[src/rtl/dac_chain_host.sv]
module dac_chain_host #(
  parameter int NDEV  = 3,
  parameter int WBITS = 16,
  parameter int DIV   = 2
) (
  input  logic                  clk,
  input  logic                  rst_n,
  input  logic                  start,
  input  logic [NDEV*WBITS-1:0] wr_data,
  output logic [NDEV*WBITS-1:0] rd_data,
  output logic                  busy,
  output logic                  done,
  output logic                  sclk,
  output logic                  sync_n,
  output logic                  sdin,
  input  logic                  sdo,
  output logic                  ldac_n
);
  localparam int TOT = NDEV * WBITS;
  localparam int FW  = $clog2(TOT + 1);
  localparam int DW  = $clog2(DIV + 1);

  typedef enum logic [2:0] {IDLE, SETUP, SHIFT, GAP, STROBE} st_t;

  st_t            st;
  logic [DW-1:0]  dcnt;
  logic [FW-1:0]  fc;
  logic [1:0]     hcnt;
  logic [TOT-1:0] sh, cap;

  wire tick = (dcnt == DW'(DIV - 1));

  assign busy   = (st != IDLE);
  assign sync_n = !(st == SETUP || st == SHIFT);
  assign ldac_n = (st != STROBE);
  assign sdin   = sh[TOT-1];

  always_ff @(posedge clk or negedge rst_n) begin
    if (!rst_n) begin
      st      <= IDLE;
      dcnt    <= '0;
      fc      <= '0;
      hcnt    <= '0;
      sh      <= '0;
      cap     <= '0;
      rd_data <= '0;
      sclk    <= 1'b1;
      done    <= 1'b0;
    end else begin
      done <= 1'b0;
      dcnt <= (st == IDLE || tick) ? '0 : dcnt + 1'b1;
      case (st)
        IDLE: if (start) begin
          st   <= SETUP;
          sh   <= wr_data;
          fc   <= '0;
          hcnt <= '0;
        end
        SETUP: if (tick) st <= SHIFT;
        SHIFT: if (tick) begin
          sclk <= !sclk;
          if (sclk) begin
            cap <= {cap[TOT-2:0], sdo};
            fc  <= fc + 1'b1;
          end else if (fc == FW'(TOT)) begin
            st      <= GAP;
            rd_data <= cap;
          end else begin
            sh <= {sh[TOT-2:0], 1'b0};
          end
        end
        GAP: if (tick) begin
          hcnt <= hcnt + 1'b1;
          if (hcnt == 2'd3) st <= STROBE;
        end
        STROBE: if (tick) begin
          hcnt <= hcnt + 1'b1;
          if (hcnt == 2'd3) begin
            st   <= IDLE;
            done <= 1'b1;
          end
        end
        default: st <= IDLE;
      endcase
    end
  end


  ldac_closed_frame_chk: assert property (@(posedge clk) disable iff (!rst_n)
    !ldac_n |-> sync_n);


  sclk_rest_high_chk: assert property (@(posedge clk) disable iff (!rst_n)
    sync_n |-> sclk);


  sdin_steady_fall_chk: assert property (@(posedge clk) disable iff (!rst_n)
    $fell(sclk) |-> $stable(sdin));


  frame_close_chk: assert property (@(posedge clk) disable iff (!rst_n)
    $rose(sync_n) |-> (sclk && fc == FW'(TOT)));


  done_with_idle_chk: assert property (@(posedge clk) disable iff (!rst_n)
    $fell(busy) |-> done);


  done_single_chk: assert property (@(posedge clk) disable iff (!rst_n)
    done |=> !done);
endmodule

[config.mk]
export PLATFORM = sky130hd
export DESIGN_NAME = dac_chain_host
export DESIGN_NICKNAME = d
export VERILOG_FILES = /design/src/rtl/dac_chain_host.sv
export SDC_FILE = /design/constraint.sdc
export NUM_CORES = 1
export LEC_CHECK = 0
export CORE_UTILIZATION = 50
export CTS_BUF_LIST = sky130_fd_sc_hd__clkbuf_4
export DETAILED_ROUTE_END_ITERATION = 6
export GPL_TIMING_DRIVEN = 0
export HOLD_SLACK_MARGIN = 0.03
export MAX_ROUTING_LAYER = met4
export PLACE_DENSITY = 0.76
export SYNTH_ARGS = -nofsm -noshare
export SYNTH_HDL_FRONTEND = slang
export SYNTH_SLANG_ARGS = --single-unit
[constraint.sdc]
create_clock -name clk -period 1.65 [get_ports clk]
set_input_delay 0.165 -clock clk [delete_from_list [all_inputs] [get_ports clk]]
set_output_delay 0.165 -clock clk [all_outputs]
set_load 0.05 [all_outputs]
==> out/results.txt <==
The design draws 0.0122 W. The most numerous cell type found on the critical path is sky130_fd_sc_hd__buf_6. The routed design has 14,400 um of wire. The most critical setup path has its endpoint at cap[3]. STA puts the critical path data arrival time at 2390 ps. Root buffer cell: sky130_fd_sc_hd__clkbuf_4. Buffers inserted during clock tree synthesis total 17. The count of boundary I/O pins came out at 106. For this design the static power due to leakage is 4.58 nW.

The average footprint of a synthesized cell was 14.9 sq um; the count of antenna-violating nets left after detailed routing was 0. The flop-to-flop setup slack was -280 ps; the global-route usage over all layers was 0.213. The critical path's largest stage delay came out at 410 ps.

The first detailed-routing pass took 6 iterations. The worst path needs 1930 ps of the cycle, external delays included. Summed over all failing endpoints, the final setup total negative slack is -27,480 ps. The share of the synthesized area in the top cell type was 0.579; the finished layout cell area was 9550 sq um.

In the final routed layout, each cell accounts on average for 17.5 um. The reg-to-reg critical path startpoint was dcnt[0]. The congestion estimate from routability-driven global placement came to 0.765.

The setup violation total in the final timing report was 150; the largest fanout on the critical path was 6. The clock transition at the register clock pins on the worst setup and hold paths after CTS was 130 ps; the data required time at the worst endpoint was 2110 ps. Kind of end point of the critical path: a flip-flop. Library cell occupying the most area in the post-synthesis netlist: sky130_fd_sc_hd__dfrtp_1. The number of max-cap violations was 0. The worst setup path is launched from a flip-flop.

The register area share after synthesis is 0.583, and the TritonCTS sink count is 159. The x dimension of the die came out at 119 um. In this run the critical register-to-register path is captured at cap[3]. The worst hold-check path type was in2async.

The number of synthesized register bits is 159, and the cell count of the worst reg-to-reg path is 9. The clock passes through at most 2 buffers. The share of the clock period used by the worst path after layout was 1.17. For the count of unresolved DRC violations after routing, the log shows 0.

The number of rows created at floorplan is 42, and the half-perimeter wire length after detailed placement is 8270 um. Final net count: 695. Max-slew violation count: 0. The detailed router finished its first iteration with 131 violations. Port buffering added 105 buffers. The run gives 0 as the number of antenna cells inserted.

Start point of the critical path: dcnt[0]. For the area of the core, the log shows 13,300 sq um. In this run the power density over the cells is 1270 nW/um^2. The post-synthesis to final-layout area growth is 39.9%. The cell with the largest stage delay on the worst path was sky130_fd_sc_hd__dfrtp_1. Entering global routing, the biggest net connects 86 pins. In this run the cell area of the synthesized design comes to 6820 sq um. The fraction of layout cells with a size suffix above 1 was 0.576. The relative slew slack was 0.521. The placed instances occupy a cell area of 8220 sq um. Walking the worst path, the cells encountered are ha_2 > and2_4 > buf_6 > buf_6 > nand3_4 > buf_12 > buf_4 > buf_6 > mux2_2. The number of H-tree branching levels was 4. The run gives 560 ps as the clock latency of the later-clocked register in the worst-skew pair. Clock skew on the completed layout was measured at 18.5 ps.

Final-report hold violation count: 0. The first global-routing pass estimated 22,700 um of wire. The synthesized netlist contains 38 unique library cells. The tools report the yosys synthesis warning count as 0. The run gives 14,100 sq um as the die outline area. The critical path class is reg2reg. The checks that failed: setup timing. TritonCTS built the clock tree.

Yosys attributes the largest share of cell area to sky130_fd_sc_hd__dfrtp_1 (58%), sky130_fd_sc_hd__mux2_2 (32%), sky130_fd_sc_hd__buf_6 (1.5%), sky130_fd_sc_hd__nand2_1 (0.83%), sky130_fd_sc_hd__buf_2 (0.81%). The overall die height was 119 um; the achievable frequency was 518 MHz. The worst vdd rail ir drop was 0.709 mV; the via count of the first global-routing pass was 4,619. The flow ran to the end, but the final reports show violations.

In the routed layout, each cell is associated on average with a via count of 5.22. Global routing finished with a remaining overflow of 0. The slew at the pin with the worst max-slew slack was 718 ps.

After technology mapping, the gate count stands at 458. Setup repair after global routing could not meet its margin everywhere. On the final layout, the worst hold slack is 184 ps. The number of vias in the routed layout was 4,303.

The tools report the slack of the critical path as -279 ps. The utilization after layout came out at 0.718. The logs give 0 for the number of antenna violations at the first check in global routing and 514 for the number of nets in the synthesized netlist.

The starting utilization of the core area came out at 0.513.
## layout by cell type, fill, tap and decap left out, types with 3 or more instances in the layout
master,n
sky130_fd_sc_hd__mux2_4,49
sky130_fd_sc_hd__clkdlybuf4s15_2,31
sky130_fd_sc_hd__mux2_2,142
sky130_fd_sc_hd__buf_4,28
sky130_fd_sc_hd__inv_1,6
sky130_fd_sc_hd__clkdlybuf4s50_1,50
sky130_fd_sc_hd__clkbuf_16,6
sky130_fd_sc_hd__o21ai_0,4
sky130_fd_sc_hd__nand3_1,7
sky130_fd_sc_hd__buf_6,24
sky130_fd_sc_hd__dfrtp_1,158
sky130_fd_sc_hd__buf_16,7
sky130_fd_sc_hd__a21oi_1,3
sky130_fd_sc_hd__clkbuf_4,18
sky130_fd_sc_hd__clkbuf_2,18
sky130_fd_sc_hd__nor3_1,3
sky130_fd_sc_hd__clkinv_1,3
sky130_fd_sc_hd__buf_8,12
sky130_fd_sc_hd__nand2_4,3
sky130_fd_sc_hd__buf_12,9
sky130_fd_sc_hd__nor2_1,5
sky130_fd_sc_hd__nand2_1,11
## final cells by class
| class | instances | area [sq um] |
|---|---|---|
| sequential | 159 | 3980 |
| fill | 848 | 3750 |
| multi-input combinational | 267 | 2920 |
| timing repair buffer | 166 | 1830 |
| buffer | 21 | 313 |
| tap | 176 | 220 |
| clock buffer | 18 | 135 |
| clock inverter | 11 | 118 |
| inverter | 7 | 26.3 |
## power by group
part | leakage (nW) | switching (W) | internal [W]
sequential | 2.08 | 0.000503 | 0.00473
combinational | 2.36 | 0.00181 | 0.00291
clock | 0.133 | 0.00135 | 0.000883
## cell usage after synthesis, drive strengths merged
cell / count
a21boi: 1
dfstp: 1
a22o: 1
o21a: 1
nor2: 8
buf: 24
a32o: 2
and3: 1
o211ai: 2
or2: 1
nor3: 5
dfrtp: 158
xor2: 1
a21oi: 3
xnor2: 1
nand2: 16
nand4: 1
nand2b: 2
o311ai: 2
a31oi: 2
nor2b: 2
and2: 1
mux2: 191
a311oi: 2
a211o: 1
or4: 2
inv: 7
clkbuf: 1
o21ai: 6
ha: 4
nand3: 8
## how the worst min path moves through the flow
stage	startpoint	slack, ps	depth (start not counted)	to
after global placement	dcnt[0]	430	1	dcnt[0]
after floorplan	rst_n	-130	0	cap[0]
after global routing	sdo	170	2	cap[0]
after CTS	rst_n	170	2	st[1]
final	rst_n	180	2	st[1]
after detailed placement	rst_n	240	1	sh[27]
## metrics by stage
stage | setup slack, ps | cells
final | -279 | 825
after CTS | -247 | 813
after floorplan | -89.0 | 458
after detailed placement | -446 | 740
after global placement | -5910 | 739
after global routing | -317 | 825
## cells by family after synthesis
kind of cell / count (synthesis) / share of synthesized area
simple gates: 47 / 0.0359
xor+xnor: 2 / 0.00257
compound gates: 23 / 0.0240
mux: 191 / 0.315
flops: 159 / 0.583
buf+inv: 32 / 0.0317
fa+ha+maj: 4 / 0.00733
## repair_timing
action / 4_1_cts / 5_1_grt
pin swaps: 8 / 14
gates resized for setup: 225 / 84
setup buffers: 35 / 19
hold endpoints to repair: 74 / 0
endpoints found under the setup margin: 201 / 172
hold buffers: 1 / 0
cloned: 8 / 5
## critical path: cells and delay by family, from the launching register on
| family | cells | cell delay, ps |
|---|---|---|
| buffers and inverters | 5 | 620 |
| multiplexers | 1 | 320 |
| AND/OR/NAND/NOR | 2 | 270 |
| flip-flops | 1 | 410 |
| adder cells (fa/ha/maj) | 1 | 200 |
## registers in the layout, indices dropped and copies added, names as in the netlist
register  count
hcnt          2
sh           48
sclk          1
cap          48
st            3
rd_data      48
fc            6
dcnt          2
done          1
## layer usage
metal | share of wire | vias to the layer above | global-route usage
met3 | 0.053 | 19 | 0.0632
met2 | 0.49 | 110 | 0.335
li1 | - | 2001 | -
met5 | 0 | - | -
met4 | 0.017 | 0 | 0.0736
met1 | 0.44 | 2173 | 0.262
Power figures use the tool's default switching activity.
